File: src/rtl/horner_pkg.sv
package horner_pkg;

   // Behaviour of data registers in cycles without a valid sample
   typedef enum logic {
      IDLE_HOLD = 1'b0,   // data registers keep their last value
      IDLE_ZERO = 1'b1    // data registers are cleared
   } idle_mode_e;

   // Two register stages per coefficient step
   function automatic int pipe_depth(int deg);
      return 2 * deg;
   endfunction

endpackage

File: src/rtl/horner_mul_cell.sv
module horner_mul_cell #(
   parameter int                     DW        = 16,
   parameter horner_pkg::idle_mode_e IDLE_MODE = horner_pkg::IDLE_ZERO
) (
   input  logic          clk,
   input  logic          rst_n,
   input  logic          vld_i,
   input  logic [DW-1:0] x_i,
   input  logic [DW-1:0] acc_i,
   output logic          vld_o,
   output logic [DW-1:0] x_o,
   output logic [DW-1:0] prod_o
);

   logic [DW-1:0] prod_w;

   // Low DW bits of the product are identical for signed and unsigned operands
   assign prod_w = acc_i * x_i;

   always_ff @(posedge clk or negedge rst_n) begin
      if (!rst_n) vld_o <= 1'b0;
      else        vld_o <= vld_i;
   end

   generate
      if (IDLE_MODE == horner_pkg::IDLE_ZERO) begin : g_zero
         always_ff @(posedge clk or negedge rst_n) begin
            if (!rst_n) begin
               x_o    <= '0;
               prod_o <= '0;
            end else begin
               x_o    <= vld_i ? x_i    : '0;
               prod_o <= vld_i ? prod_w : '0;
            end
         end
      end else begin : g_hold
         always_ff @(posedge clk or negedge rst_n) begin
            if (!rst_n) begin
               x_o    <= '0;
               prod_o <= '0;
            end else if (vld_i) begin
               x_o    <= x_i;
               prod_o <= prod_w;
            end
         end
      end
   endgenerate


   x_follow_chk: assert property (@(posedge clk) disable iff (!rst_n)
      ($past(rst_n) && vld_o) |-> (x_o == $past(x_i)));

endmodule

File: src/rtl/horner_add_cell.sv
module horner_add_cell #(
   parameter int                     DW        = 16,
   parameter horner_pkg::idle_mode_e IDLE_MODE = horner_pkg::IDLE_ZERO
) (
   input  logic          clk,
   input  logic          rst_n,
   input  logic          vld_i,
   input  logic [DW-1:0] x_i,
   input  logic [DW-1:0] prod_i,
   input  logic [DW-1:0] coef_i,
   output logic          vld_o,
   output logic [DW-1:0] x_o,
   output logic [DW-1:0] acc_o
);

   logic [DW-1:0] sum_w;

   assign sum_w = prod_i + coef_i;

   always_ff @(posedge clk or negedge rst_n) begin
      if (!rst_n) vld_o <= 1'b0;
      else        vld_o <= vld_i;
   end

   generate
      if (IDLE_MODE == horner_pkg::IDLE_ZERO) begin : g_zero
         always_ff @(posedge clk or negedge rst_n) begin
            if (!rst_n) begin
               x_o   <= '0;
               acc_o <= '0;
            end else begin
               x_o   <= vld_i ? x_i   : '0;
               acc_o <= vld_i ? sum_w : '0;
            end
         end


         idle_zero_chk: assert property (@(posedge clk) disable iff (!rst_n)
            !vld_o |-> (acc_o == '0 && x_o == '0));
      end else begin : g_hold
         always_ff @(posedge clk or negedge rst_n) begin
            if (!rst_n) begin
               x_o   <= '0;
               acc_o <= '0;
            end else if (vld_i) begin
               x_o   <= x_i;
               acc_o <= sum_w;
            end
         end
      end
   endgenerate


   vld_step_chk: assert property (@(posedge clk) disable iff (!rst_n)
      $past(rst_n) |-> (vld_o == $past(vld_i)));

endmodule

File: src/rtl/horner_pair.sv
module horner_pair #(
   parameter int                     DW        = 16,
   parameter horner_pkg::idle_mode_e IDLE_MODE = horner_pkg::IDLE_ZERO
) (
   input  logic          clk,
   input  logic          rst_n,
   input  logic          vld_i,
   input  logic [DW-1:0] x_i,
   input  logic [DW-1:0] acc_i,
   input  logic [DW-1:0] coef_i,
   output logic          vld_o,
   output logic [DW-1:0] x_o,
   output logic [DW-1:0] acc_o
);

   logic          mid_vld;
   logic [DW-1:0] mid_x;
   logic [DW-1:0] mid_prod;

   horner_mul_cell #(.DW(DW), .IDLE_MODE(IDLE_MODE)) u_mul (
      .clk    (clk),
      .rst_n  (rst_n),
      .vld_i  (vld_i),
      .x_i    (x_i),
      .acc_i  (acc_i),
      .vld_o  (mid_vld),
      .x_o    (mid_x),
      .prod_o (mid_prod)
   );

   horner_add_cell #(.DW(DW), .IDLE_MODE(IDLE_MODE)) u_add (
      .clk    (clk),
      .rst_n  (rst_n),
      .vld_i  (mid_vld),
      .x_i    (mid_x),
      .prod_i (mid_prod),
      .coef_i (coef_i),
      .vld_o  (vld_o),
      .x_o    (x_o),
      .acc_o  (acc_o)
   );

endmodule

File: src/rtl/horner_array.sv
module horner_array #(
   parameter int                     DEG       = 4,
   parameter int                     DW        = 16,
   parameter horner_pkg::idle_mode_e IDLE_MODE = horner_pkg::IDLE_ZERO
) (
   input  logic                  clk,
   input  logic                  rst_n,
   input  logic [(DEG+1)*DW-1:0] coef_i,
   input  logic                  x_valid_i,
   input  logic [DW-1:0]         x_i,
   output logic                  y_valid_o,
   output logic [DW-1:0]         y_o
);

   localparam int STAGES = horner_pkg::pipe_depth(DEG);
   localparam int CW     = $clog2(STAGES + 2);

   generate
      if (DEG < 1) begin : g_bad_deg
         $error("horner_array: DEG must be at least 1");
      end
      if (DW < 2) begin : g_bad_dw
         $error("horner_array: DW must be at least 2");
      end
   endgenerate

   logic          vld_c [0:DEG];
   logic [DW-1:0] x_c   [0:DEG];
   logic [DW-1:0] acc_c [0:DEG];

   // Entry of the chain: leading coefficient seeds the running value
   assign vld_c[0] = x_valid_i;
   assign x_c[0]   = x_i;
   assign acc_c[0] = coef_i[DEG*DW +: DW];

   generate
      for (genvar k = 0; k < DEG; k++) begin : g_pair
         horner_pair #(.DW(DW), .IDLE_MODE(IDLE_MODE)) u_pair (
            .clk    (clk),
            .rst_n  (rst_n),
            .vld_i  (vld_c[k]),
            .x_i    (x_c[k]),
            .acc_i  (acc_c[k]),
            .coef_i (coef_i[(DEG-1-k)*DW +: DW]),
            .vld_o  (vld_c[k+1]),
            .x_o    (x_c[k+1]),
            .acc_o  (acc_c[k+1])
         );
      end
   endgenerate

   assign y_valid_o = vld_c[DEG];
   assign y_o       = acc_c[DEG];

   // Occupancy tracking for the checks below
   logic [CW-1:0] inflight;

   always_ff @(posedge clk or negedge rst_n) begin
      if (!rst_n) inflight <= '0;
      else        inflight <= inflight + CW'(x_valid_i) - CW'(y_valid_o);
   end


   inflight_bound_chk: assert property (@(posedge clk) disable iff (!rst_n)
      inflight <= CW'(STAGES));


   orphan_out_chk: assert property (@(posedge clk) disable iff (!rst_n)
      y_valid_o |-> (inflight != '0));

   generate
      if (IDLE_MODE == horner_pkg::IDLE_ZERO) begin : g_tail_chk

         tail_x_zero_chk: assert property (@(posedge clk) disable iff (!rst_n)
            !y_valid_o |-> (x_c[DEG] == '0));
      end
   endgenerate

endmodule

File: config.mk
export PLATFORM = sky130hd
export DESIGN_NAME = horner_array
export DESIGN_NICKNAME = d
export VERILOG_FILES = /design/src/rtl/horner_pkg.sv /design/src/rtl/horner_mul_cell.sv /design/src/rtl/horner_add_cell.sv /design/src/rtl/horner_pair.sv /design/src/rtl/horner_array.sv
export SDC_FILE = /design/constraint.sdc
export NUM_CORES = 1
export LEC_CHECK = 0
export ABC_AREA = 1
export BUFFER_PORTS_ARGS = -buffer_cell sky130_fd_sc_hd__buf_2
export CORE_UTILIZATION = 61
export CTS_CLUSTER_DIAMETER = 50
export DETAILED_ROUTE_END_ITERATION = 8
export HOLD_SLACK_MARGIN = 0.05
export PLACE_DENSITY = 0.79
export RECOVER_POWER = 50
export SLEW_MARGIN = 10
export SYNTH_ARGS = -nofsm -noshare
export SYNTH_HDL_FRONTEND = slang
export SYNTH_SLANG_ARGS = --single-unit
File: constraint.sdc
create_clock -name clk -period 11.25 [get_ports clk]
set_input_delay 0 -clock clk [delete_from_list [all_inputs] [get_ports clk]]
set_output_delay 0 -clock clk [all_outputs]
set_load 0.05 [all_outputs]
==> Implementation_results.wiki <==
{| class="wikitable"
! Metric !! Value
|-
| Synth top area cells || fa_1, dfrtp_1, nand2_1, inv_1, ha_1
|-
| Detailed placement HPWL || 48000 µm
|-
| Setup slack on the worst flop-to-flop path || 5720 ps
|-
| Detailed Routing Iterations Pass 1 || 5
|-
| Class of the tightest hold or removal check || in2reg
|-
| Clock H-tree levels || 1
|-
| Power share of the combinational group || 46.2%
|-
| Instance count of the mapped netlist || 3607
|-
| WP buf/inv || 5
|-
| Inst Count DP || 4181
|-
| Die X-Extent || 213 µm
|-
| Detail-routed via count per cell || 5.16
|-
| Worst rel slew slack || -172%
|-
| Final Max Slew Viols || 149
|-
| Antenna diodes || 0
|-
| Delay of the slowest critical-path stage || 790 ps
|-
| Launching element type of the critical path || input pin
|-
| Worst reg2reg path endpoint || g_pair[2].u_pair.u_mul.prod_o[14]
|-
| Max IR drop VDD || 0.126 mV
|-
| Static leakage || 18.7 nW
|-
| Required time of the critical path || 11720 ps
|-
| Power dissipated by switching net loads || 1.57 mW
|-
| Hold path endpoint || g_pair[1].u_pair.u_add.acc_o[9]
|-
| CTS Root Buffer Type || clkbuf_16
|-
| Combined area of the multi-input logic cells || 0.0170 mm²
|-
| Number of cells on the worst reg-to-reg path || 20
|-
| Area leader, netlist || fa_1
|-
| Fmax || 0.178 GHz
|-
| Reg clk slew, reported paths || 60 ps
|-
| Relative contribution of sequential cells to total power || 28.9%
|-
| Setup Skew || 35.8 ps
|-
| Pwr per Cell Area || 123 mW/mm²
|-
| Async set-reset flop share out of synthesis || 100%
|-
| Startpoint of the lowest-slack hold path || coef_i[41]
|-
| Final cycle utilization of the critical path || 50.0%
|-
| Most frequent cell on the critical path || fa_1
|-
| Number of primary I/O pins || 116
|-
| Final critical path time including I/O delays and setup || 5630 ps
|-
| PostCTS Resize Cnt || 0
|-
| Global-route wire length before repair || 106000 µm
|-
| Result of the run || complete, but fails checks
|-
| Die Footprint || 0.0453 mm²
|-
| Design internal power || 2.10 mW
|-
| Cell row count || 76
|-
| Gpl congestion || 0.914
|-
| Initial antenna violation count || 0
|-
| Core region area || 0.0435 mm²
|-
| Vias in the first global route || 22.7k
|-
| Primary flip-flop cell chosen by synthesis mapping || dfrtp_1
|-
| Yosys warning total || 0
|-
| Mapped Avg Cell Area || 7.52 µm²
|-
| Clock group share of total power || 24.8%
|-
| Yosys reg bits || 232
|-
| Combined area of all synthesized cells || 0.0271 mm²
|-
| Post-place setup slack || 5790 ps
|-
| Final-report hold violation count || 0
|-
| Max-Cap Viols || 2
|-
| Worst-margin pin slew || 4070 ps
|-
| Largest delay contributor family on the critical path || adder cells
|-
| Gr usage total || 29.6%
|-
| Routed length per instance || 14.7 µm
|-
| Maximum number of pins on one net before global-route repair || 79
|-
| Residual DRC count || 0
|-
| Top-area cell type share of the netlist area || 23.9%
|-
| Clock tree buffer depth || 3
|-
| Minimum setup slack in the final design || 5620 ps
|-
| Hold Path Cell Cnt || 4
|-
| Number of DRC violations after detailed-routing iteration 0 || 1521
|-
| Post-route non-filler standard cell count || 4348
|-
| Number of vias after detailed routing || 22.4k
|-
| Area grow syn2layout || 10.3%
|-
| Critical path endpoint category || flip-flop
|-
| Most numerous cell in the Yosys netlist || nand2_1
|-
| Share of post-route cells with drive strength above 1 || 4.07%
|-
| Part of the Yosys area used for sequential elements || 21.4%
|-
| NumNets Final || 4424
|-
| Setup repair after global routing missed its margin || false
|-
| Number of enable-type register cells in the synthesized netlist || 0
|-
| Worst-Skew Late Latency || 590 ps
|-
| Setup violations, final || 0
|-
| Routed Antenna Nets || 0
|-
| Num Clock Sinks || 232
|-
| CTS tree || built
|-
| Buffer count from post-CTS setup fixing || 0
|-
| Arrival time worst endpoint || 6100 ps
|-
| Die span in y || 213 µm
|-
| Remaining global-route overflow || 0
|-
| Wirelength, routed || 64100 µm
|-
| R2r startpoint || g_pair[1].u_pair.u_add.x_o[1]
|-
| Crit path kind || in2reg
|-
| Net count after synthesis || 4286
|-
| Slowest CP cell || clkbuf_1
|-
| List of most frequent post-synthesis cells || nand2_1, inv_1, fa_1, ha_1, dfrtp_1
|-
| Critical-path cell list || dlygate4sd3_1 > clkbuf_1 > nand2_1 > fa_1 > fa_1 > inv_1 > fa_1 > fa_1 > fa_1 > inv_1 > fa_1 > inv_1 > ha_1 > nand2_1 > a21oi_1 > a211oi_1 > o211ai_1 > nand3_1 > nand2_1 > nor2_1
|-
| Port-buffer cells || 115
|-
| Accumulated negative setup slack || 0 ps
|-
| Maximum fanout along the worst path || 16
|-
| Failing checks || max-capacitance violations, max-slew violations
|-
| FF+latch area || 0.00581 mm²
|-
| Effective utilization at floorplan || 62.4%
|-
| Fillcell total || 3472
|-
| Number of distinct library cells after synthesis || 29
|-
| CTS Buf Count || 29
|-
| Switching share of power || 42.8%
|}
-- tightest hold or removal path, delay by kind of cell --
kind | cells | cell delay (ps)
fa+ha+maj | 1 | 190
buf+inv | 1 | 80
simple gates | 1 | 110
xor+xnor | 1 | 210
-- per-layer routing --
metal  track usage [%]  vias to the layer above  wire (µm)
li1                  -                    10800          -
met1              35.9                    10700      25300
met2              53.1                      762      32300
met3              3.34                      177       3720
met4              12.4                        0       2790
met5                 0                        -          0
-- power groups by stage --
stage	registers [mW]	clock network, mW	logic, mW
5_1_grt	1.07	0.961	1.93
3_5_place_dp	1.07	0	1.61
3_3_place_gp	1.07	0	1.57
4_1_cts	1.06	0.924	1.68
2_1_floorplan	0.974	0	1.26
6_report	1.06	0.912	1.70
-- registers in the layout (all words and copies together), names as in the netlist --
signal,flops
g_pair.u_pair.u_add.x_o,48
g_pair.u_pair.u_mul.prod_o,64
g_pair.u_pair.u_mul.vld_o,4
g_pair.u_pair.u_add.vld_o,4
g_pair.u_pair.u_mul.x_o,48
g_pair.u_pair.u_add.acc_o,64
-- final cells by class --
type                    count  share of cell area [%]
multi-input cells        2258                    56.8
flip-flops and latches    232                    19.4
inverters                 986                    12.4
repair buffers            238                    5.87
clock buffers              33                    2.54
well taps                 585                    2.45
clock inverters            16                   0.615
-- cells by family after synthesis --
logic type	share of synthesized area [%]
adder cells (fa/ha/maj)	35.7
AND/OR/NAND/NOR	19.6
AO/OA/AOI/OAI	5.21
flip-flops	21.4
buffers and inverters	16.0
XOR/XNOR	2.13
-- through the flow --
stage	total power, mW	area (µm²)	util (%)	hold WS, ps
after global placement	2.64	27800	64.1	37.6
after CTS	3.66	30000	69.0	52.8
final	3.67	29900	68.9	57.9
after floorplan	2.24	27100	-	-296
after global routing	3.96	29900	68.9	50.8
after detailed placement	2.68	27800	64.1	39.7
-- placed cells by master (no fill, tap or decap), drive strengths merged, types with 11 or more instances in the layout --
cell and n:
nand2 1063, inv 992, fa 324, ha 256
dfrtp 232, a21oi 161, nor2 126, dlygate4sd3 117
nand3 108, buf 98, o21ai 87, clkbuf 56
xor2 35, xnor2 30, nand4 15, nand3b 14
nor3 11
-- what timing repair did --
action,in CTS,in global routing
hold buffers,118,0
endpoints found under the hold margin,177,0
endpoints found under the setup margin,0,0
-- how the worst max path moves through the flow --
stage / from / to / slack (ps) / depth (start not counted)
after floorplan: g_pair[1].u_pair.u_add.x_o[2] / g_pair[2].u_pair.u_mul.prod_o[14] / 6050 / 22
after global placement: g_pair[0].u_pair.u_add.x_o[1] / g_pair[1].u_pair.u_mul.prod_o[14] / 5960 / 20
after detailed placement: g_pair[1].u_pair.u_add.x_o[1] / g_pair[2].u_pair.u_mul.prod_o[14] / 5790 / 19
after CTS: g_pair[1].u_pair.u_add.x_o[1] / g_pair[2].u_pair.u_mul.prod_o[14] / 5710 / 20
after global routing: rst_n / g_pair[2].u_pair.u_mul.prod_o[8] / 5160 / 4
final: x_i[2] / g_pair[0].u_pair.u_mul.prod_o[15] / 5620 / 20
(Power assumes the default switching activity.)
